## src/rtl/rxq_pkg.sv

```systemverilog
package rxq_pkg;
  localparam int DATA_W = 8;
  localparam int TAG_W  = 3;
  localparam int WORD_W = DATA_W + TAG_W;
  localparam int BRK_TAG = 2;           // tag bit that marks a line break (word bit 10)

  // Flag byte bit positions.
  localparam int FL_TXE = 7;
  localparam int FL_RXF = 6;
  localparam int FL_TXF = 5;
  localparam int FL_RXE = 4;

  // Ring slot arithmetic.
  function automatic int ring_add(int base, int off, int depth);
    return (base + off) % depth;
  endfunction

  // Capacity for the current mode.
  function automatic int mode_cap(logic queued, int depth);
    return queued ? depth : 1;
  endfunction

  // True when a count step lands on a given level.
  function automatic logic lands_on(int cnt, int step, int lvl);
    return (cnt + step) == lvl;
  endfunction
endpackage

```

## src/rtl/rxq_store.sv

```systemverilog
module rxq_store #(
  parameter int DEPTH  = 16,
  parameter int WORD_W = 11,
  localparam int PTR_W = $clog2(DEPTH)
) (
  input  logic              clk,
  input  logic              rst_n,
  input  logic              wr_en,
  input  logic [PTR_W-1:0]  wr_idx,
  input  logic [WORD_W-1:0] wr_word,
  input  logic [PTR_W-1:0]  rd_idx,
  output logic [WORD_W-1:0] rd_word
);
  logic [WORD_W-1:0] mem [DEPTH];

  always_ff @(posedge clk or negedge rst_n) begin
    if (!rst_n) begin
      for (int i = 0; i < DEPTH; i++) mem[i] <= '0;
    end else if (wr_en) begin
      mem[wr_idx] <= wr_word;
    end
  end

  assign rd_word = mem[rd_idx];
endmodule

```

## src/rtl/rxq_ctrl.sv

```systemverilog
module rxq_ctrl #(
  parameter int DEPTH  = 16,
  localparam int PTR_W = $clog2(DEPTH),
  localparam int CNT_W = $clog2(DEPTH + 1)
) (
  input  logic             clk,
  input  logic             rst_n,
  input  logic             push_req,
  input  logic             pop_req,
  input  logic             fifo_en,
  output logic [CNT_W-1:0] count,
  output logic [PTR_W-1:0] rptr,
  output logic [PTR_W-1:0] wr_idx,
  output logic             wr_fire,
  output logic             pop_fire,
  output logic             flush,
  output logic             is_empty,
  output logic             is_full,
  output logic             ovr_o
);
  logic             fifo_q;
  logic [CNT_W-1:0] cap, cap_q;
  logic             ovr_ev;

  assign cap      = CNT_W'(rxq_pkg::mode_cap(fifo_en, DEPTH));
  assign cap_q    = CNT_W'(rxq_pkg::mode_cap(fifo_q, DEPTH));
  assign flush    = fifo_en ^ fifo_q;
  assign is_empty = (count == '0);
  assign is_full  = (count >= cap);
  assign pop_fire = pop_req && !is_empty && !flush;
  assign wr_fire  = push_req && !flush && (!is_full || pop_fire);
  assign ovr_ev   = push_req && !flush && is_full && !pop_fire;
  assign wr_idx   = PTR_W'(rxq_pkg::ring_add(int'(rptr), int'(count), DEPTH));

  always_ff @(posedge clk or negedge rst_n) begin
    if (!rst_n) begin
      fifo_q <= 1'b0;
      count  <= '0;
      rptr   <= '0;
      ovr_o  <= 1'b0;
    end else begin
      fifo_q <= fifo_en;
      ovr_o  <= ovr_ev;
      if (flush) begin
        count <= '0;
        rptr  <= '0;
      end else begin
        count <= count + CNT_W'(wr_fire) - CNT_W'(pop_fire);
        if (pop_fire) rptr <= PTR_W'(rxq_pkg::ring_add(int'(rptr), 1, DEPTH));
      end
    end
  end


  count_cap_chk: assert property (@(posedge clk) disable iff (!rst_n)
    count <= cap_q);

  flush_clear_chk: assert property (@(posedge clk) disable iff (!rst_n)
    flush |=> (count == '0) && (rptr == '0));

  empty_pop_chk: assert property (@(posedge clk) disable iff (!rst_n)
    (pop_req && is_empty && !flush) |=> $stable(rptr));

  ovr_full_chk: assert property (@(posedge clk) disable iff (!rst_n)
    ovr_o |-> (count == cap_q));
endmodule

```

## src/rtl/rxq_irq.sv

```systemverilog
module rxq_irq #(
  parameter int CNT_W = 5,
  parameter int TAG_W = 3
) (
  input  logic             clk,
  input  logic             rst_n,
  input  logic [CNT_W-1:0] count,
  input  logic [CNT_W-1:0] trig,
  input  logic             wr_fire,
  input  logic             pop_fire,
  input  logic             pop_req,
  input  logic [TAG_W-1:0] rd_tags,
  input  logic             stat_clr,
  output logic             irq_set_o,
  output logic             irq_clr_o,
  output logic [TAG_W-1:0] stat_o
);
  logic set_ev, clr_ev;

  assign set_ev = wr_fire && !pop_fire && rxq_pkg::lands_on(int'(count), 1, int'(trig));
  assign clr_ev = pop_fire && !wr_fire && rxq_pkg::lands_on(int'(count), -1, int'(trig) - 1);

  always_ff @(posedge clk or negedge rst_n) begin
    if (!rst_n) begin
      irq_set_o <= 1'b0;
      irq_clr_o <= 1'b0;
      stat_o    <= '0;
    end else begin
      irq_set_o <= set_ev;
      irq_clr_o <= clr_ev;
      if (pop_req)       stat_o <= rd_tags;
      else if (stat_clr) stat_o <= '0;
    end
  end


  set_level_chk: assert property (@(posedge clk) disable iff (!rst_n)
    irq_set_o |-> (int'(count) == int'($past(trig))));

  clr_level_chk: assert property (@(posedge clk) disable iff (!rst_n)
    irq_clr_o |-> (int'(count) + 1 == int'($past(trig))));

  stat_clear_chk: assert property (@(posedge clk) disable iff (!rst_n)
    (stat_clr && !pop_req) |=> (stat_o == '0));
endmodule

```

## src/rtl/rxq_buffer.sv

```systemverilog
module rxq_buffer #(
  parameter int DEPTH = 16,
  localparam int PTR_W = $clog2(DEPTH),
  localparam int CNT_W = $clog2(DEPTH + 1)
) (
  input  logic                       clk,
  input  logic                       rst_n,
  input  logic                       push_valid,
  input  logic [rxq_pkg::DATA_W-1:0] push_data,
  input  logic [rxq_pkg::TAG_W-1:0]  push_tags,
  input  logic                       push_brk,
  input  logic                       pop,
  input  logic                       stat_clr,
  input  logic                       fifo_en,
  input  logic [CNT_W-1:0]           trig_lvl,
  output logic [rxq_pkg::WORD_W-1:0] rd_word,
  output logic [7:0]                 flags,
  output logic [7:0]                 rx_status,
  output logic                       irq_set,
  output logic                       irq_clr,
  output logic                       overrun
);
  import rxq_pkg::*;

  localparam logic [WORD_W-1:0] BRK_WORD = WORD_W'(1) << (DATA_W + BRK_TAG);

  logic              push_req;
  logic [WORD_W-1:0] push_word;
  logic [CNT_W-1:0]  count;
  logic [PTR_W-1:0]  rptr, wr_idx;
  logic              wr_fire, pop_fire, flush, is_empty, is_full;
  logic [TAG_W-1:0]  stat;

  assign push_req  = push_valid || push_brk;
  assign push_word = push_brk ? BRK_WORD : {push_tags, push_data};

  rxq_ctrl #(.DEPTH(DEPTH)) u_ctrl (
    .clk(clk), .rst_n(rst_n), .push_req(push_req), .pop_req(pop),
    .fifo_en(fifo_en), .count(count), .rptr(rptr), .wr_idx(wr_idx),
    .wr_fire(wr_fire), .pop_fire(pop_fire), .flush(flush),
    .is_empty(is_empty), .is_full(is_full), .ovr_o(overrun)
  );

  rxq_store #(.DEPTH(DEPTH), .WORD_W(WORD_W)) u_store (
    .clk(clk), .rst_n(rst_n), .wr_en(wr_fire), .wr_idx(wr_idx),
    .wr_word(push_word), .rd_idx(rptr), .rd_word(rd_word)
  );

  rxq_irq #(.CNT_W(CNT_W), .TAG_W(TAG_W)) u_irq (
    .clk(clk), .rst_n(rst_n), .count(count), .trig(trig_lvl),
    .wr_fire(wr_fire), .pop_fire(pop_fire), .pop_req(pop),
    .rd_tags(rd_word[WORD_W-1:DATA_W]), .stat_clr(stat_clr),
    .irq_set_o(irq_set), .irq_clr_o(irq_clr), .stat_o(stat)
  );

  always_comb begin
    flags         = '0;
    flags[FL_TXE] = 1'b1;
    flags[FL_TXF] = 1'b0;
    flags[FL_RXF] = is_full;
    flags[FL_RXE] = is_empty;
  end

  assign rx_status = {{(8 - TAG_W){1'b0}}, stat};


  flag_excl_chk: assert property (@(posedge clk) disable iff (!rst_n)
    !(flags[FL_RXF] && flags[FL_RXE]));

  brk_word_chk: assert property (@(posedge clk) disable iff (!rst_n)
    (push_brk && wr_fire) |=> (u_store.mem[$past(wr_idx)] == BRK_WORD));
endmodule

```

## config.mk

```make
export PLATFORM = sky130hd
export DESIGN_NAME = rxq_buffer
export DESIGN_NICKNAME = d
export VERILOG_FILES = /design/src/rtl/rxq_pkg.sv /design/src/rtl/rxq_store.sv /design/src/rtl/rxq_ctrl.sv /design/src/rtl/rxq_irq.sv /design/src/rtl/rxq_buffer.sv
export SDC_FILE = /design/constraint.sdc
export NUM_CORES = 1
export LEC_CHECK = 0
export BUFFER_PORTS_ARGS = -buffer_cell sky130_fd_sc_hd__clkbuf_2
export CAP_MARGIN = 10
export CORE_ASPECT_RATIO = 0.6
export CORE_MARGIN = 8
export CORE_UTILIZATION = 40
export CTS_CLUSTER_SIZE = 28
export DETAILED_ROUTE_END_ITERATION = 12
export PLACE_DENSITY = 0.58
export SLEW_MARGIN = 5
export SYNTH_ARGS = -nofsm -noshare
export SYNTH_HDL_FRONTEND = slang
export SYNTH_HIERARCHICAL = 1
export SYNTH_SLANG_ARGS = --single-unit
```

## constraint.sdc

```tcl
create_clock -name clk -period 6.7 [get_ports clk]
set_clock_uncertainty 0.05 [all_clocks]
set_input_delay 0.67 -clock clk [delete_from_list [all_inputs] [get_ports clk]]
set_output_delay 0.67 -clock clk [all_outputs]
set_load 0.05 [all_outputs]
```

=== Word-level counts from Yosys, hierarchy flattened ===
Index checks and enable logic that the tools add are counted.

* $lt $le $gt $ge: 4
* Multiplexer cells: 13
* Equality and inequality tests: 2
* Add/sub/neg operators: 7
* Reductions and logical operators: 21
* Bitwise gates (word level): 3

{| class="wikitable"
|+ Operator list
! cell !! number
|-
| 176-bit bitwise mux || 1
|-
| 11-bit binary-select mux with 4-bit select || 1
|-
| 11-bit demux with 4-bit select || 1
|-
| 11-bit 2-to-1 mux || 4
|-
| 32-bit equality test || 1
|-
| 32-bit by 6-bit equality test with 1-bit output || 1
|-
| 1-bit logical AND || 11
|-
| 5-bit >= comparator, second input constant || 2
|-
| 5-bit 2-to-1 mux || 2
|-
| 4-bit inverter with 5-bit output || 2
|-
| 4-bit 2-to-1 mux || 2
|-
| 6-bit by 1-bit adder with 7-bit output, second input constant || 1
|-
| 5-bit by 1-bit adder with 6-bit output, second input constant || 1
|-
| 3-bit 2-to-1 mux || 2
|-
| 5-bit by 1-bit subtractor with 6-bit output, second input constant || 1
|-
| 5-bit by 1-bit adder with 5-bit output || 1
|-
| 5-bit >= comparator || 1
|-
| 1-bit zero test || 5
|-
| 5-bit zero test || 1
|-
| 5-bit by 1-bit less-than comparator with 1-bit output, second input constant || 1
|-
| 5-bit by 1-bit subtractor with 5-bit output || 1
|-
| 4-bit by 1-bit adder with 4-bit output, second input constant || 1
|-
| 4-bit adder || 1
|-
| 2-bit nonzero test || 2
|-
| other kinds (2) || 3
|}

* Flip-flop bits (word level): 192
* Input bits: 23
* Logic and storage cells: 73

=== Longest topological paths before layout ===
Gate-level depths: netlist of run 1.

* Word-level depth: 9
* Mapped depth: 13

=== By module ===
Netlist of run 1, hierarchy kept.

{| class="wikitable"
|+ By module, submodules not included
! module !! cells an instance !! times used !! area an instance (um^2)
|-
| rxq_store || 503 || 1 || 8119.0
|-
| rxq_ctrl || 83 || 1 || 822.0
|-
| rxq_irq || 58 || 1 || 528.0
|-
| rxq_buffer || 28 || 1 || 191.4
|}

=== Worst setup path before layout of run 1 ===
OpenSTA, ideal clock, no wires.

* Path kind: input port to flip-flop
* Start point: input fifo_en
* End point: register u_store/mem[100] (netlist bit)
* Data required time: 6525 ps
* Data arrival time: 2915 ps
* Cell stages on the path: 9
* Setup time: 125 ps
* Path buffers: 1
* Slack: 3611 ps
* Cell sequence: inv_1 ha_1 and4_1 a211o_1 a21oi_1 nor2b_2 and4b_1 buf_4 mux2_2

* Cells in the longest elaborated chain, start to end: 5

{| class="wikitable"
|+ RTL lines
! element !! RTL line !! RTL
|-
| start: declaration || rxq_buffer.sv:14 || <nowiki>input logic fifo_en,</nowiki>
|-
| 5-bit 2-to-1 mux || rxq_pkg.sv:20 || <nowiki>return queued ? depth : 1;</nowiki>
|-
| 5-bit >= comparator || rxq_ctrl.sv:29 || <nowiki>assign is_full = (count >= cap);</nowiki>
|-
| net is_full || rxq_buffer.sv:31 || <nowiki>logic wr_fire, pop_fire, flush, is_empty, is_full;</nowiki>
|-
| 1-bit zero test || rxq_ctrl.sv:31 || <nowiki>assign wr_fire = push_req && !flush && (!is_full || pop_fire);</nowiki>
|-
| 1-bit logical OR || rxq_ctrl.sv:31 ||
|-
| 1-bit logical AND || rxq_ctrl.sv:31 ||
|-
| net wr_fire || rxq_buffer.sv:31 ||
|-
| end signal: indexed assignment || rxq_store.sv:20 || <nowiki>mem[wr_idx] <= wr_word;</nowiki>
|-
| end: declaration || rxq_store.sv:14 || <nowiki>logic [WORD_W-1:0] mem [DEPTH];</nowiki>
|}

The timed path passes the listed nets, and every way through them passes these cells.
A chain may end at the register's enable or synchronous reset.

=== Final worst setup path of run 1 ===
* Start point: register u_ctrl.count[1]
* End point: register u_store/mem[88] (netlist bit)

{| class="wikitable"
|+ RTL lines
! element !! RTL line !! RTL
|-
| start: declaration || rxq_ctrl.sv:11 || <nowiki>output logic [CNT_W-1:0] count,</nowiki>
|-
| start signal: assignment || rxq_ctrl.sv:48 || <nowiki>count <= count + CNT_W'(wr_fire) - CNT_W'(pop_fire);</nowiki>
|-
| branches (longest 4 deep; another with 5-bit >= comparator) || -- ||
|-
| 1-bit logical OR * || rxq_ctrl.sv:31 ||
|-
| 1-bit logical AND * || rxq_ctrl.sv:31 ||
|-
| net wr_fire || rxq_buffer.sv:31 ||
|}

Mark *: on every way through the listed nets, which the timed path passes.

==> summary.md, run 1 <==
| Metric | Value |
|---|---|
| Status | `finished clean` |
| Seq/Total Area, Yosys | `0.497` |
| Kind of start point of the critical path | `flop` |
| Chip width | `217 um` |
| Worst setup startpoint | `u_ctrl/count[1]` |
| Hpwl dp | `14800 um` |
| Crit path max fanout | `11` |
| Register area | `0.00481 mm2` |
| DRC | `0` |
| Die area | `0.0295 mm2` |
| Worst-path clk slew | `0.07 ns` |
| R2R setup slack | `2.65 ns` |
| Initial antenna violation count | `0` |
| Vias in the first global route | `5991` |
| Worst EP required | `6.97 ns` |
| Post-synth top area share | `0.497` |
| EDFF count, synth | `0` |
| Reg2reg path depth | `9` |
| Pins Over Slew Limit | `0` |
| Final setup violation count | `0` |
| CP Capture Point | `u_store/mem[88]` |
| Post-layout minimum cycle time | `4.05 ns` |
| Routed len/inst | `22.1 um` |
| Antenna cell count | `0` |
| GPL Wtd Cong | `0.787` |
| Via density | `5.48` |
| CTS tree | `built` |
| Most frequent cell on the critical path | `inv_1` |
| Post-route insts no fill | `1024` |
| Total grt overflow | `0` |
| Relative slew slack | `0.141` |
| Post-route cell area | `0.0106 mm2` |
| Root buffer cell | `clkbuf_16` |
| Buffer and inverter count on the worst path | `2` |
| Die height | `136 um` |
| Synthesized cell area | `0.00966 mm2` |
| Max-cap violations | `0` |
| Worst-Margin Slew | `1.29 ns` |
| Share of cells above drive strength 1 | `0.423` |
| Hold crit path type | `in2async` |
| All-Layer GR Usage | `0.160` |
| FF-to-FF Start | `u_ctrl/count[1]` |
| Pwr dens | `395 mW/mm2` |
| Count of hold-fix buffers inserted at cts | `0` |
| Final hold slack | `0.275 ns` |
| Row count | `44` |
| Layout Area Growth over Synthesis | `9.47%` |
| CTS sink cnt | `192` |
| Critical Path AT | `4.32 ns` |
| Layout Nets | `730` |
| Fin crit share | `0.604` |
| Num CTS Buffers | `17` |
| Initial Utilization | `0.403` |
| Top delay family on crit path | `simple AND/OR/NAND/NOR gates` |
| Critical Path Slowest Stage Cell | `nor2_1` |
| Leakage Power | `5.00 nW` |
| Worst setup EP type | `flop` |
| First-pass DRT Iterations | `5` |
| Ys async rst share | `1.00` |
| Yosys top cell by area | `dfrtp_1` |
| Post-CTS sizing | `0` |
| Worst skew pair latency | `0.44 ns` |
| Yosys warns | `6` |
| Peak VDD IR | `0.000186 V` |
| Synth area leaders | `dfrtp_1 (50%), mux2_2 (20%), mux4_1 (5.4%)` |
| Setup total negative slack | `0 ns` |
| Core area | `0.0239 mm2` |
| Synth Flop Type | `dfrtp_1` |
| Multi-input logic area | `0.00446 mm2` |
| Slowest stage delay, CP | `0.97 ns` |
| Crit-path cells | `inv_1 > ha_1 > inv_1 > o211ai_1 > a211o_1 > a21oi_1 > nand3b_1 > nor2_1 > mux2_2` |
| Final WL | `22700 um` |
| Post-placement cell area | `0.00998 mm2` |
| Upper clock frequency limit | `247 MHz` |
| Crit path depth | `9` |
| Synth Instances | `672` |
| Count of cell types in the netlist | `60` |
| Antenna Nets Post-Route | `0` |
| Htree depth | `4` |
| Setup bufs post-CTS | `0` |
| Largest net degree at the start of global routing | `118` |
| RSZ-0062 raised after global routing | `false` |
| First-pass GRT wire length | `35900 um` |
| Crit Path Class | `reg2reg` |
| Clock Tree Buf Depth | `2` |
| DR vias | `5613` |
| Iteration-0 DRC count of the detailed router | `402` |
| I/O pin cnt | `53` |
| Synth Area per Inst | `14.4 um2` |
| Yosys reg bits | `192` |
| Fillcell total | `2151` |
| Port buffer count | `41` |
| Reg-to-reg endpoint | `u_store/mem[88]` |
| Placed insts | `989` |
| Fin. Hold Viols | `0` |
[worst min-delay path by stage]
stage                           startpoint               end  cells past startpoint
after floorplan                      rst_n   u_ctrl/count[0]                      0
after global placement    u_store/mem[111]  u_store/mem[111]                      1
after detailed placement  u_store/mem[111]  u_store/mem[111]                      1
after CTS                          fifo_en     u_ctrl/fifo_q                      1
after global routing               fifo_en     u_ctrl/fifo_q                      1
final                                rst_n  u_store/mem[141]                      1
[stage by stage]
step                 util  setup WS, ns  power (mW)
finish              0.442          2.65        4.18
global route        0.442          2.36        4.43
CTS                 0.440          2.63        4.23
detailed placement  0.417          2.63        3.24
global placement    0.417          2.66        3.17
floorplan               -          3.61        2.91
[report_power, final]
| group | total (mW) | switching (mW) | internal, mW |
|---|---|---|---|
| Sequential | 1.65 | 0.180 | 1.47 |
| Combinational | 1.55 | 0.843 | 0.712 |
| Clock | 0.972 | 0.456 | 0.516 |
| Total | 4.18 | 1.48 | 2.70 |
[metal layers]
metal  track usage  up-vias  share of wire
li1              -     2477              -
met1         0.229     2985           0.49
met2         0.233      124           0.44
met3        0.0462       27          0.055
met4        0.0501        0          0.016
met5             0        -              0
[flip-flops by register name (all words and copies together), names as in the netlist]
| name | flops |
|---|---|
| u_ctrl/fifo_q | 1 |
| u_ctrl/rptr | 4 |
| u_irq/irq_set_o | 1 |
| u_ctrl/ovr_o | 1 |
| u_irq/stat_o | 3 |
| u_store/mem | 176 |
| u_irq/irq_clr_o | 1 |
| u_ctrl/count | 5 |
[kinds of logic (layout without fill, tap and decap cells)]
family          after synthesis  in the layout  share of synthesized area
fa+ha+maj                    18             18                     0.0249
other cells                   2             11                   0.000777
xor+xnor                     23             23                     0.0216
compound gates               48             48                     0.0374
flops                       192            192                      0.497
simple gates                 91             91                     0.0543
mux                         221            221                      0.317
buf+inv                      77             98                     0.0469
[Yosys cell counts (all sizes together) (2+ instances only)]
library cell    n
o211ai          2
a22oi          22
nand2          18
fa              2
nand3           6
a211oi          2
nand2b          3
mux4           44
and2            4
or3             2
o21ai           2
a22o            3
clkbuf         15
inv            16
nand4           2
a21oi           9
buf            46
and4            2
nor4            3
a211o           2
mux2          176
nor2           18
ha             16
conb            2
nor3            5
dfrtp         192
or2             2
xnor2          13
xor2           10
nand3b          2
nor3b           4
and3            2
nor2b          13
[cell usage in the layout, fill, tap and decap left out, types with 3 or more instances in the layout]
cell type | synthesis | routed
a22oi_1 | 22 | 22
nor3_2 | 1 | 3
xnor2_1 | 12 | 12
mux2_1 | 3 | 3
mux4_1 | 20 | 20
nor3b_1 | 3 | 3
ha_1 | 16 | 16
clkinv_2 | 0 | 3
inv_1 | 15 | 15
mux4_2 | 23 | 23
a22o_1 | 3 | 3
buf_4 | 20 | 9
clkinvlp_4 | 0 | 3
inv_6 | 0 | 3
nand2_1 | 18 | 18
dfrtp_1 | 192 | 190
nor2b_1 | 12 | 11
clkinv_4 | 0 | 5
xor2_1 | 10 | 10
mux2_2 | 173 | 173
nand3_1 | 6 | 6
and2_1 | 3 | 3
a21oi_1 | 9 | 9
clkbuf_16 | 0 | 17
clkbuf_2 | 0 | 40
conb_1 | 2 | 11
nand2b_1 | 3 | 3
nor2_1 | 18 | 17
[worst register-to-register path, cell delays in order, from the launching register on]
cell,delay [ns]
dfrtp_1,0.61
inv_1,0.27
ha_1,0.26
inv_1,0.05
o211ai_1,0.11
a211o_1,0.38
a21oi_1,0.62
nand3b_1,0.18
nor2_1,0.97
mux2_2,0.43
[cell type report]
class | count | share of cell area
timing repair buffer | 50 | 0.0266
tap | 322 | 0.0381
multi-input combinational | 412 | 0.422
clock inverter | 15 | 0.0130
clock buffer | 17 | 0.0402
sequential | 192 | 0.455
inverter | 16 | 0.00568
No activity file was read; power rests on OpenSTA's default activity.
==> run 2: changes to the inputs <==
Clock period 6.7 ns to 3.85 ns, I/O delays scaled along.
==> run 2 against run 1 <==
  * Register-to-register slack got worse by 2.3 ns
  * Non-clock buffer count increased by 28
  * First-iteration DRC count increased by 12%
  * Sequential power increased by 75%
  * Critical endpoint is now u_store/mem[34]
==> summary.md, run 2 (synthesis gave the netlist of run 1 again) <==
| Metric | Value |
|---|---|
| Int Pwr | `4.76 mW` |
| Most flop-heavy register | `u_store/mem` |
| Relative slew slack | `0.180` |
| Part of the power in combinational logic | `0.379` |
| Worst EP required | `4.11 ns` |
| Initial Utilization | `0.403` |
| Peak VDD IR | `0.000295 V` |
| Routed len/inst | `22.9 um` |
| Post-layout minimum cycle time | `3.48 ns` |
| Total grt overflow | `0` |
| Post-route insts no fill | `1050` |
| Crit path max fanout | `10` |
| Root buffer cell | `clkbuf_16` |
| Worst skew pair latency | `0.43 ns` |
| Count of hold-fix buffers inserted at cts | `0` |
| Worst-Margin Slew | `1.23 ns` |
| Num CTS Buffers | `17` |
| Fillcell total | `2131` |
| Setup total negative slack | `0 ns` |
| Share of cells above drive strength 1 | `0.442` |
| RSZ-0062 raised after global routing | `false` |
| CTS tree | `built` |
| Row count | `44` |
| Status | `finished clean` |
| Setup bufs post-CTS | `0` |
| I/O pin cnt | `53` |
| Placed insts | `1018` |
| Upper clock frequency limit | `287 MHz` |
| DRC | `0` |
| Port buffer count | `41` |
| Chip width | `217 um` |
| Core area | `0.0239 mm2` |
| GPL Wtd Cong | `0.843` |
| Pins Over Slew Limit | `0` |
| Layout Area Growth over Synthesis | `11.6%` |
| Fin crit share | `0.904` |
| Antenna Nets Post-Route | `0` |
| Fin. Hold Viols | `0` |
| Commonest non-fill, non-tap cells in the layout | `dfrtp_1 (190), mux2_2 (173), clkbuf_2 (40), buf_4 (36), mux4_2 (23)` |
| Vias in the first global route | `6222` |
| Dpl ws | `0.393 ns` |
| First-pass DRT Iterations | `5` |
| Hold crit path type | `in2async` |
| Final WL | `24000 um` |
| Pwr dens | `682 mW/mm2` |
| Via density | `5.57` |
| Clock Tree Buf Depth | `2` |
| Die area | `0.0295 mm2` |
| DR vias | `5853` |
| Crit Path Class | `reg2reg` |
| CTS sink cnt | `192` |
| Largest registers | `u_store/mem (176), u_ctrl/count (5), u_ctrl/rptr (4)` |
| Hpwl dp | `16300 um` |
| Worst-path clk slew | `0.07 ns` |
| Part of the power in registers | `0.393` |
| Max-cap violations | `0` |
| Post-route cell area | `0.0108 mm2` |
| Htree depth | `4` |
| Kind of start point of the critical path | `flop` |
| Overall power | `7.35 mW` |
| Post-placement cell area | `0.0102 mm2` |
| Reg2reg path depth | `8` |
| All-Layer GR Usage | `0.168` |
| Layout Nets | `758` |
| Final setup violation count | `0` |
| Sw Share | `0.352` |
| Largest net degree at the start of global routing | `109` |
| Initial antenna violation count | `0` |
| Antenna cell count | `0` |
| P_sw | `2.59 mW` |
| Most common cell after layout, fill and taps aside | `dfrtp_1` |
| Critical Path AT | `3.74 ns` |
| First-pass GRT wire length | `37600 um` |
| Clock power frac | `0.229` |
| Final hold slack | `0.0313 ns` |
| Die height | `136 um` |
| Leakage Power | `5.15 nW` |
| Final worst setup slack | `0.369 ns` |
| Iteration-0 DRC count of the detailed router | `450` |
| Final core occ | `0.450` |
| Worst setup EP type | `flop` |
| Max reg flops | `176` |
| Post-CTS sizing | `0` |
## run 2: power by group through the flow
stage / Combinational, mW / Clock [mW] / Sequential [mW]
floorplan: 2.22 / 0 / 2.85
global placement: 2.73 / 0 / 2.87
detailed placement: 2.80 / 0 / 2.92
CTS: 2.81 / 1.72 / 2.89
global route: 3.00 / 1.81 / 2.96
finish: 2.79 / 1.68 / 2.89
## run 2: critical path, stage by stage (launching register included)
cell and delay, ns:
dfrtp_1 0.56, inv_1 0.15, ha_1 0.23, and4_1 0.17, a211o_1 0.34, a21oi_1 0.67
nand4_1 0.52, buf_4 0.36, mux2_2 0.29
## run 2: cell type report
class,instances,area (um2),share of cell area
multi-input cells,412,4460,0.414
well taps,322,403,0.0374
flip-flops and latches,192,4810,0.446
clock inverters,10,86.3,0.00801
clock buffers,20,457,0.0424
inverters,16,60.1,0.00557
repair buffers,78,504,0.0468
## run 2: final timing paths
check	startpoint	endpoint	slack, ns
min	rst_n	u_store/mem[81]	0.03
min in group clk	fifo_en	u_ctrl/fifo_q	0.08
max	u_ctrl/count[3]	u_store/mem[34]	0.37
max reg2reg	u_ctrl/count[3]	u_store/mem[34]	0.37
min reg2reg	u_store/mem[110]	u_store/mem[110]	0.45
max in group asynchronous	rst_n	u_store/mem[152]	2.77
## run 2: routing by layer
metal	global-route usage	part of all wire	up-vias
met3	0.0422	0.048	14
met4	0.0363	0.0092	0
met1	0.241	0.49	3191
li1	-	-	2524
met2	0.253	0.45	124
met5	0	0	-
==> run 3: changes to the inputs <==
Settings changed: CORE_MARGIN 8 to 5.
==> run 3 against run 2 <==
  * The run now ends with negative hold slack left
  * Fmax grew 2.4%
  * Non-clock buffer count rose by 3
  * Combinational power is 2% higher
  * Power is 3.7% higher
==> summary.md, run 3 (synthesis gave the netlist of run 1 again) <==
| Metric | Value |
|---|---|
| Row count | `44` |
| Post-layout minimum cycle time | `3.40 ns` |
| Total grt overflow | `0` |
| Reg-to-reg endpoint | `u_ctrl/count[4]` |
| Status | `finished, violations left` |
| Largest registers | `u_store/mem (176), u_ctrl/count (5), u_ctrl/rptr (4)` |
| Final hold slack | `-0.0533 ns` |
| Fin. Hold Viols | `21` |
| Via density | `5.40` |
| Pins Over Slew Limit | `0` |
| Hpwl dp | `15700 um` |
| Final worst setup slack | `0.449 ns` |
| Num CTS Buffers | `17` |
| Share of cells above drive strength 1 | `0.446` |
| Initial antenna violation count | `0` |
| Dpl ws | `0.507 ns` |
| I/O pin cnt | `53` |
| GPL Wtd Cong | `0.932` |
| Kind of start point of the critical path | `flop` |
| Clock Tree Buf Depth | `2` |
| DRC | `0` |
| Setup bufs post-CTS | `0` |
| Initial Utilization | `0.402` |
| Fin crit share | `0.883` |
| Routed len/inst | `21.6 um` |
| Port buffer count | `41` |
| FF-to-FF Start | `u_ctrl/count[3]` |
| R2R setup slack | `0.45 ns` |
| Peak VDD IR | `0.000354 V` |
| Crit Path Class | `reg2reg` |
| Worst setup EP type | `flop` |
| Final WL | `22800 um` |
| Critical Path AT | `3.71 ns` |
| Hold crit path type | `in2async` |
| Relative slew slack | `0.225` |
| RSZ-0062 raised after global routing | `false` |
| Max reg flops | `176` |
| Die height | `130 um` |
| Count of hold-fix buffers inserted at cts | `0` |
| CTS tree | `built` |
| Reg2reg path depth | `12` |
| Post-CTS sizing | `0` |
| Antenna cell count | `0` |
| Worst-Margin Slew | `1.16 ns` |
| Most flop-heavy register | `u_store/mem` |
| CTS sink cnt | `192` |
| Worst skew pair latency | `0.44 ns` |
| Leakage Power | `5.20 nW` |
| Worst-path clk slew | `0.07 ns` |
| Layout Area Growth over Synthesis | `12.9%` |
| Worst EP required | `4.16 ns` |
| Htree depth | `4` |
| First-pass DRT Iterations | `4` |
| Final setup violation count | `0` |
| Register area | `0.00481 mm2` |
| Pwr dens | `699 mW/mm2` |
| Vias in the first global route | `6131` |
| Largest net degree at the start of global routing | `99` |
| Post-route insts no fill | `1055` |
| Iteration-0 DRC count of the detailed router | `362` |
| Layout Nets | `761` |
| Die area | `0.0275 mm2` |
| DR vias | `5693` |
| Fillcell total | `2167` |
| Most common cell after layout, fill and taps aside | `dfrtp_1` |
| Upper clock frequency limit | `294 MHz` |
| Antenna Nets Post-Route | `0` |
| Root buffer cell | `clkbuf_16` |
| Crit path max fanout | `8` |
| All-Layer GR Usage | `0.174` |
| Multi-input logic area | `0.00447 mm2` |
| Core area | `0.0240 mm2` |
| Failing checks | `negative hold slack` |
| Chip width | `211 um` |
| Commonest non-fill, non-tap cells in the layout | `dfrtp_1 (190), mux2_2 (173), clkbuf_2 (40), buf_4 (40), mux4_2 (23)` |
| Setup total negative slack | `0 ns` |
| Max-cap violations | `0` |
| First-pass GRT wire length | `36500 um` |
| Placed insts | `1021` |
[run 3: cell count changes in the layout (fill, tap and decap cells not counted), moves of 2 or more]
| cell | previous run | this run |
|---|---|---|
| buf_4 | 36 | 40 |
| bufinv_16 | 1 | 4 |
| clkbuf_8 | 3 | 1 |
| clkinv_2 | 6 | 1 |
| clkinv_8 | 0 | 2 |
| clkinvlp_4 | 0 | 2 |
[run 3: critical path, stage by stage (launching register included)]
cell and delay (ns):
dfrtp_1 0.50, inv_1 0.17, ha_1 0.19, or4b_1 0.56, nand2_1 0.17, or3_1 0.23, o31ai_4 0.09, ha_1 0.22
fa_1 0.40, nand2b_1 0.09, a21oi_1 0.08, or3_1 0.37, a21oi_1 0.19
[run 3: routing by layer]
| metal | wire length (um) | track usage | vias to the layer above |
|---|---|---|---|
| li1 | - | - | 2545 |
| met2 | 10500 | 0.271 | 97 |
| met4 | 162 | 0.0373 | 0 |
| met3 | 1200 | 0.0401 | 16 |
| met5 | 0 | 0 | - |
| met1 | 10900 | 0.254 | 3035 |
[run 3: area by class of cell]
cell class,instances,share of cell area
sequential,192,0.441
multi-input combinational,412,0.410
timing repair buffer,81,0.0472
clock buffer,17,0.0390
tap,322,0.0369
clock inverter,15,0.0209
inverter,16,0.00551
[run 3: how the worst max path moves through the flow]
stage                          from              end  cells after the start
floorplan           u_ctrl/count[3]  u_ctrl/count[4]                     13
global placement    u_ctrl/count[3]  u_ctrl/count[4]                     12
detailed placement  u_ctrl/count[3]  u_ctrl/count[4]                     12
CTS                 u_ctrl/count[3]  u_ctrl/count[4]                     12
global route        u_ctrl/count[3]  u_ctrl/count[4]                     12
finish              u_ctrl/count[3]  u_ctrl/count[4]                     12
[run 3: power by group]
group	leakage (nW)	internal [mW]	total (mW)	switching [mW]
sequential	2.60	2.56	2.84	0.272
combinational	2.28	1.29	2.84	1.55
clock	0.312	1.11	1.95	0.836
total	5.20	4.96	7.62	2.66
[run 3: metrics by stage]
stage / utilization / instance area (um2) / hold WS [ns] / power [mW]
2_1_floorplan: - / 9690 / 0.0394 / 5.06
3_3_place_gp: 0.426 / 10200 / 0.414 / 5.61
3_5_place_dp: 0.426 / 10200 / 0.424 / 5.73
4_1_cts: 0.454 / 10900 / 0.0112 / 7.70
5_1_grt: 0.454 / 10900 / 0.0176 / 8.04
6_report: 0.454 / 10900 / -0.0533 / 7.62
